[src/rtl/dbar_pkg.sv]
// Package: shared sizes and helpers for the dependency barrier issue gate.
// Assumes: barrier indices are binary encoded; any index >= NUM_BAR is "none".
package dbar_pkg;
    localparam int NUM_BAR  = 6;   // number of dependency barriers
    localparam int IDX_W    = 3;   // width of a barrier selector
    localparam int STALL_W  = 4;   // width of the stall-cycle field
    localparam int CNT_W    = 3;   // width of one barrier counter
    localparam int NUM_REL  = 2;   // number of release (completion) ports

    // Cycles to hold the timer after an issue: a zero field behaves as one.
    function automatic logic [STALL_W-1:0] hold_after(input logic [STALL_W-1:0] s);
        return (s == '0) ? '0 : s - STALL_W'(1);
    endfunction
endpackage

[src/rtl/dbar_counter.sv]
// Module: one saturating barrier counter.
// Adds inc and subtracts dec in one step, then clamps to 0..2^CNT_W-1.
// Assumes: inc and dec are already decoded for this barrier.
module dbar_counter #(
    parameter int CNT_W = dbar_pkg::CNT_W,
    parameter int INC_W = 2,
    parameter int DEC_W = 2
) (
    input  logic             clk,
    input  logic             rst_n,
    input  logic [INC_W-1:0] inc,
    input  logic [DEC_W-1:0] dec,
    output logic             busy
);
    localparam int MAXC = (1 << CNT_W) - 1;

    logic [CNT_W-1:0] cnt;
    int               nxt_i;
    logic             seen;

    // Net change, clamped to the counter range.
    always_comb begin
        nxt_i = int'(cnt) + int'(inc) - int'(dec);
        if (nxt_i < 0)
            nxt_i = 0;
        else if (nxt_i > MAXC)
            nxt_i = MAXC;
    end

    // Counter register.
    always_ff @(posedge clk) begin
        if (!rst_n)
            cnt <= '0;
        else
            cnt <= CNT_W'(nxt_i);
    end

    // Marks that one post-reset cycle has been sampled (for $past checks).
    always_ff @(posedge clk) begin
        if (!rst_n)
            seen <= 1'b0;
        else
            seen <= 1'b1;
    end

    assign busy = (cnt != '0);

    a_r3_rise_needs_arm: assert property (@(posedge clk) disable iff (!rst_n || !seen)
        (cnt > $past(cnt)) |-> ($past(inc) != '0));

    a_r6_balanced_hold: assert property (@(posedge clk) disable iff (!rst_n || !seen)
        (int'($past(inc)) == int'($past(dec))) |-> (cnt == $past(cnt)));

    a_r10_saturate: assert property (@(posedge clk) disable iff (!rst_n || !seen)
        ($past(cnt) == CNT_W'(MAXC) && $past(dec) == '0) |-> (cnt == CNT_W'(MAXC)));

    a_r5_fall_needs_release: assert property (@(posedge clk) disable iff (!rst_n || !seen)
        (cnt < $past(cnt)) |-> ($past(dec) != '0));
endmodule

[src/rtl/dbar_bank.sv]
// Module: the bank of barrier counters.
// Decodes the arm selectors of an issuing instruction and the release ports
// into a per-barrier increment and decrement, and reports which barriers are pending.
// Assumes: selector or index values >= NUM_BAR name no barrier.
module dbar_bank #(
    parameter int NUM_BAR = dbar_pkg::NUM_BAR,
    parameter int IDX_W   = dbar_pkg::IDX_W,
    parameter int CNT_W   = dbar_pkg::CNT_W,
    parameter int NUM_REL = dbar_pkg::NUM_REL
) (
    input  logic                     clk,
    input  logic                     rst_n,
    input  logic                     arm_en,
    input  logic [IDX_W-1:0]         arm_wr,
    input  logic [IDX_W-1:0]         arm_rd,
    input  logic [NUM_REL-1:0]       rel_valid,
    input  logic [NUM_REL*IDX_W-1:0] rel_bar,
    output logic [NUM_BAR-1:0]       bar_busy
);
    localparam int DEC_W = $clog2(NUM_REL + 1);

    for (genvar b = 0; b < NUM_BAR; b++) begin : g_bar
        logic [1:0]       inc;
        logic [DEC_W-1:0] dec;
        int               dsum;

        // Arm count for this barrier from both selectors.
        always_comb begin
            inc = {1'b0, (arm_en && arm_wr == IDX_W'(b))}
                + {1'b0, (arm_en && arm_rd == IDX_W'(b))};
        end

        // Number of release ports naming this barrier this cycle.
        always_comb begin
            dsum = 0;
            for (int p = 0; p < NUM_REL; p++) begin
                if (rel_valid[p] && rel_bar[p*IDX_W +: IDX_W] == IDX_W'(b))
                    dsum = dsum + 1;
            end
            dec = DEC_W'(dsum);
        end

        dbar_counter #(
            .CNT_W (CNT_W),
            .INC_W (2),
            .DEC_W (DEC_W)
        ) u_cnt (
            .clk   (clk),
            .rst_n (rst_n),
            .inc   (inc),
            .dec   (dec),
            .busy  (bar_busy[b])
        );
    end
endmodule

[src/rtl/dbar_stall_timer.sv]
// Module: fixed-latency stall countdown.
// On issue loads (stall field - 1), treating 0 as 1, and counts down to zero.
// busy blocks the next issue while the count is non-zero.
module dbar_stall_timer #(
    parameter int STALL_W = dbar_pkg::STALL_W
) (
    input  logic               clk,
    input  logic               rst_n,
    input  logic               fire,
    input  logic [STALL_W-1:0] stall_in,
    output logic               busy
);
    logic [STALL_W-1:0] left;
    logic               seen;

    // Load on issue, otherwise count down toward zero.
    always_ff @(posedge clk) begin
        if (!rst_n)
            left <= '0;
        else if (fire)
            left <= dbar_pkg::hold_after(stall_in);
        else if (left != '0)
            left <= left - STALL_W'(1);
    end

    // Marks that one post-reset cycle has been sampled.
    always_ff @(posedge clk) begin
        if (!rst_n)
            seen <= 1'b0;
        else
            seen <= 1'b1;
    end

    assign busy = (left != '0);

    a_r7_hold_after_issue: assert property (@(posedge clk) disable iff (!rst_n || !seen)
        ($past(fire) && $past(stall_in) > STALL_W'(1)) |-> busy);

    a_r8_short_stall_free: assert property (@(posedge clk) disable iff (!rst_n || !seen)
        ($past(fire) && $past(stall_in) <= STALL_W'(1)) |-> !busy);

    a_r7_no_fire_when_busy: assert property (@(posedge clk) disable iff (!rst_n)
        busy |-> !fire);
endmodule

[src/rtl/dbar_issue_gate.sv]
// Module: top of the dependency barrier issue gate.
// Combines the wait-mask check against the barrier bank with the stall timer
// to form in_ready, issues on valid && ready, arms barriers and pulses yield.
// Assumes: one instruction is offered at a time, in program order.
module dbar_issue_gate #(
    parameter int NUM_BAR = dbar_pkg::NUM_BAR,
    parameter int IDX_W   = dbar_pkg::IDX_W,
    parameter int STALL_W = dbar_pkg::STALL_W,
    parameter int CNT_W   = dbar_pkg::CNT_W,
    parameter int NUM_REL = dbar_pkg::NUM_REL
) (
    input  logic                     clk,
    input  logic                     rst_n,
    input  logic                     in_valid,
    output logic                     in_ready,
    input  logic [STALL_W-1:0]       in_stall,
    input  logic                     in_yield,
    input  logic [IDX_W-1:0]         in_wr_bar,
    input  logic [IDX_W-1:0]         in_rd_bar,
    input  logic [NUM_BAR-1:0]       in_wait,
    input  logic [NUM_REL-1:0]       rel_valid,
    input  logic [NUM_REL*IDX_W-1:0] rel_bar,
    output logic                     issue,
    output logic                     yield_pulse
);
    logic [NUM_BAR-1:0] bar_busy;
    logic               stall_busy;
    logic               wait_block;

    // Wait check and issue decision.
    always_comb begin
        wait_block  = ((in_wait & bar_busy) != '0);
        in_ready    = !stall_busy && !wait_block;
        issue       = in_valid && in_ready;
        yield_pulse = issue && in_yield;
    end

    dbar_bank #(
        .NUM_BAR (NUM_BAR),
        .IDX_W   (IDX_W),
        .CNT_W   (CNT_W),
        .NUM_REL (NUM_REL)
    ) u_bank (
        .clk       (clk),
        .rst_n     (rst_n),
        .arm_en    (issue),
        .arm_wr    (in_wr_bar),
        .arm_rd    (in_rd_bar),
        .rel_valid (rel_valid),
        .rel_bar   (rel_bar),
        .bar_busy  (bar_busy)
    );

    dbar_stall_timer #(
        .STALL_W (STALL_W)
    ) u_timer (
        .clk      (clk),
        .rst_n    (rst_n),
        .fire     (issue),
        .stall_in (in_stall),
        .busy     (stall_busy)
    );

    a_r2_wait_respected: assert property (@(posedge clk) disable iff (!rst_n)
        issue |-> ((in_wait & bar_busy) == '0));

    a_r8_timer_respected: assert property (@(posedge clk) disable iff (!rst_n)
        issue |-> !stall_busy);

    a_r9_yield_on_issue: assert property (@(posedge clk) disable iff (!rst_n)
        yield_pulse |-> (in_valid && in_yield));
endmodule

[config.mk]
export PLATFORM = sky130hd
export DESIGN_NAME = dbar_issue_gate
export DESIGN_NICKNAME = d
export VERILOG_FILES = /design/src/rtl/dbar_pkg.sv /design/src/rtl/dbar_counter.sv /design/src/rtl/dbar_bank.sv /design/src/rtl/dbar_stall_timer.sv /design/src/rtl/dbar_issue_gate.sv
export SDC_FILE = /design/constraint.sdc
export NUM_CORES = 1
export LEC_CHECK = 0
export ABC_AREA = 1
export BUFFER_PORTS_ARGS = -buffer_cell sky130_fd_sc_hd__clkbuf_2
export CORE_AREA = 10 10 70 72
export CTS_BUF_LIST = sky130_fd_sc_hd__clkbuf_8
export CTS_CLUSTER_DIAMETER = 80
export DETAILED_ROUTE_END_ITERATION = 10
export DIE_AREA = 0 0 80 82
export PLACE_DENSITY = 0.84
export SETUP_SLACK_MARGIN = 0.3
export SLEW_MARGIN = 5
export SYNTH_ARGS = -nofsm -noshare
export SYNTH_HDL_FRONTEND = slang
export SYNTH_SLANG_ARGS = --single-unit
export TNS_END_PERCENT = 100
[constraint.sdc]
create_clock -name clk -period 5.8 [get_ports clk]
set_clock_uncertainty 0.2 [all_clocks]
set_input_delay 0.29 -clock clk [delete_from_list [all_inputs] [get_ports clk]]
set_output_delay 0.29 -clock clk [all_outputs]
set_load 0.1 [all_outputs]
==> flow_metrics.py <==
metrics = {
    "finish": {
        "final_area_mm2": 0.00246,
        "syn2layout_area_growth_pct": 10.8,
        "n_antenna_cell": 0,
        "drive_above_1_share_pct": 12.1,
        "nNetsFinal": 410,
    },
    "synthesis": {
        "yosys-top-cells-area": "ha_1 21%, dfxtp_1 20%, inv_1 13%, fa_1 11%, o21ai_0 5.9%",
        "syn-cell-area_mm2": 0.00222,
        "synth-async-reset-ratio_pct": 0,
        "synth.net_count": 376,
        "avgSynthCellArea_um2": 7.45,
        "yosysWarnings": 0,
        "ys_seq_area_share_pct": 19.8,
        "ys_ff_latch": 22,
        "synth_cell_types": 24,
        "synthFlopType": "dfxtp_1",
        "yosys.area.top_type_share_pct": 21.4,
        "synth_area_leader_cell": "ha_1",
        "postSynthCellCount": 298,
        "yosysMostFrequentCell": "inv_1",
        "synth_edf_count": 0,
        "synthTopCellsByCount": "74 x inv_1, 38 x ha_1, 33 x nor2_1, 30 x nand2_1, 26 x o21ai_0",
    },
    "worst_setup_path": {
        "critPathBufInv": 4,
        "reg2reg_from": "u_timer.left[0]",
        "worstPathCellList": "inv_1 -> ha_1 -> nor3b_4 -> nand2_1 -> nor2_2 -> nand3_2 -> nor2_4 -> nand3_1 -> ha_1 -> inv_1 -> fa_1 -> fa_1 -> o21ai_0 -> inv_1 -> o21ai_0 -> inv_1",
        "cp_top_family": "adder cells",
        "crit_path_end_kind": "flop",
        "critical_path.max_stage_delay_ps": 430,
        "r2r_end": "u_bank.g_bar[0].u_cnt.cnt[1]",
        "critPathRequiredTime_ps": 5770,
        "r2r_cells": 16,
        "cpMaxStageDelayCell": "fa_1",
        "path_max_fanout": 12,
        "reg2reg_slack_ps": 2160,
        "arrival_ps": 3610,
        "crit_type": "flop to flop",
        "crit_path_start_kind": "flop",
        "critPathMostFrequentCell": "inv_1",
    },
    "clocking": {
        "ctsHoldBuffers": 0,
        "cts_setup_buffers": 0,
        "numClockSinks": 22,
        "clockBufferDepth": 2,
        "clkTransAtPathRegs_ps": 80,
        "clkLatencyLatePin_ps": 270,
        "cts_tree": "yes",
        "cts_resized": 0,
        "cts_root_buf": "clkbuf_8",
        "htree_levels": 1,
        "numCtsBuffers": 3,
    },
    "die": {
        "design.portCount": 31,
        "rows": 22,
        "design.core.area_mm2": 0.00358,
        "fp.dieW_um": 80,
        "start_util_pct": 62.1,
        "die_area_mm2": 0.00656,
        "die_h_um": 82,
    },
    "timing": {
        "slew_headroom_pct": 63.5,
        "slew_violations": 0,
        "min_period_ps": 3640,
        "grt_setup_unrepaired": "no",
        "setup_viol": 0,
        "worst_pin_slew_ps": 550,
        "tns_ps": 0,
        "finalHoldViolations": 0,
        "period_share_pct": 62.8,
        "max_freq_ghz": 0.275,
    },
    "pwr": {
        "cellPowerDensity_mw_per_mm2": 419,
        "power_mw": 1.03,
        "ir_drop_v": 0.000243,
        "p_leak_nw": 1.41,
    },
    "grt": {
        "grt.overflow.total": 0,
        "track_usage_pct": 14.6,
        "first_global_vias": 1932,
        "grt_pass1_wl_um": 7830,
        "grt_max_degree": 13,
        "antenna_found_initial": 0,
    },
    "placed_design": {
        "place_area_mm2": 0.00242,
        "gp_congestion": 0.851,
        "portBuffers": 30,
        "dpl.hpwl_um": 3960,
    },
    "drt": {
        "wire_per_inst_um": 12.0,
        "routed_wl_um": 4540,
        "final_antenna_net_count": 0,
        "drt_first_pass_iters": 4,
        "drt_iter0_markers": 80,
        "route.detailed.drc": 0,
        "dr_total_vias": 1891,
        "vias_per_cell": 5.00,
    },
    "job": {
        "maxCapViolCount": 0,
    },
    "min_path": {
        "min-delay-start": "rst_n",
        "min_to": "u_timer.left[1]",
        "worstHoldPathCells": 3,
        "min_path_type": "primary input to flop",
    },
    "outcome": {
        "status": "completed",
    },
}
## worst min-delay path, stage by stage
cell	delay (ps)
clkbuf_2	200
inv_1	100
a21oi_1	50
## registers in the layout (all words and copies together), names as in the netlist
register                count
u_bank.g_bar.u_cnt.cnt     18
u_timer.left                4
## per-layer routing
layer	share of wire, %	routed length (µm)	track usage, %	up-vias
met5	0	0	0	-
met4	2.0	91	5.46	0
met3	3.4	155	3.17	11
met2	49	2200	25.3	25
met1	46	2090	17.4	861
li1	-	-	-	994
## kinds of logic (layout without fill, tap and decap cells)
logic type               after synthesis  after routing  share of synthesized area [%]
AND/OR/NAND/NOR                       89             89                           17.9
buffers and inverters                 76            108                           13.2
flip-flops                            22             22                           19.8
AO/OA/AOI/OAI                         46             46                           10.9
XOR/XNOR                              15             15                           5.92
adder cells (fa/ha/maj)               50             50                           32.2
## worst max path at each step
stage	from	slack (ps)	cells after the start	endpoint
4_1_cts	u_timer.left[0]	2170	16	u_bank.g_bar[0].u_cnt.cnt[1]
3_3_place_gp	u_timer.left[0]	2330	16	u_bank.g_bar[5].u_cnt.cnt[1]
2_1_floorplan	u_timer.left[0]	2300	16	u_bank.g_bar[4].u_cnt.cnt[0]
6_report	u_timer.left[0]	2160	16	u_bank.g_bar[0].u_cnt.cnt[1]
5_1_grt	u_timer.left[0]	1820	16	u_bank.g_bar[2].u_cnt.cnt[1]
3_5_place_dp	u_timer.left[0]	2210	16	u_bank.g_bar[0].u_cnt.cnt[1]
## placed cells by master, fill, tap and decap left out
master and n:
inv_1 74, nor2_4 1, a21oi_1 15, xnor2_1 1, or2_2 1, a31oi_1 1, o21a_1 1, nand3_2 1
a21boi_0 2, nand2_1 30, o21ai_0 26, nor3_1 9, fa_1 12, o21ai_2 1, nor2_2 1, nor2_1 33
nand3_1 9, nor3b_4 1, clkbuf_8 3, ha_1 38, xor2_1 14, inv_2 1, clkbuf_2 30, nand4_1 3
dfxtp_1 22
## stage by stage
stage	setup WS (ps)	cells	hold slack, ps	util [%]
CTS	2170	378	213	68.8
finish	2160	378	212	68.8
floorplan	2300	298	199	-
detailed placement	2210	375	332	67.6
global route	1820	378	225	68.8
global placement	2330	375	299	67.6
## power by group
| part | total (mW) | switching (mW) | internal (mW) |
|---|---|---|---|
| registers | 0.274 | 0.0513 | 0.222 |
| clock network | 0.0993 | 0.0528 | 0.0465 |
| logic | 0.659 | 0.386 | 0.274 |
## layout make-up
| type | instances | area (µm²) |
|---|---|---|
| Fill cell | 309 | 1120 |
| Multi-Input combinational cell | 200 | 1490 |
| Clock buffer | 3 | 41.3 |
| Timing Repair Buffer | 30 | 150 |
| Sequential cell | 22 | 440 |
| Tap cell | 48 | 60.1 |
| Inverter | 75 | 282 |
Note: power is estimated with default switching activity, not from simulation.
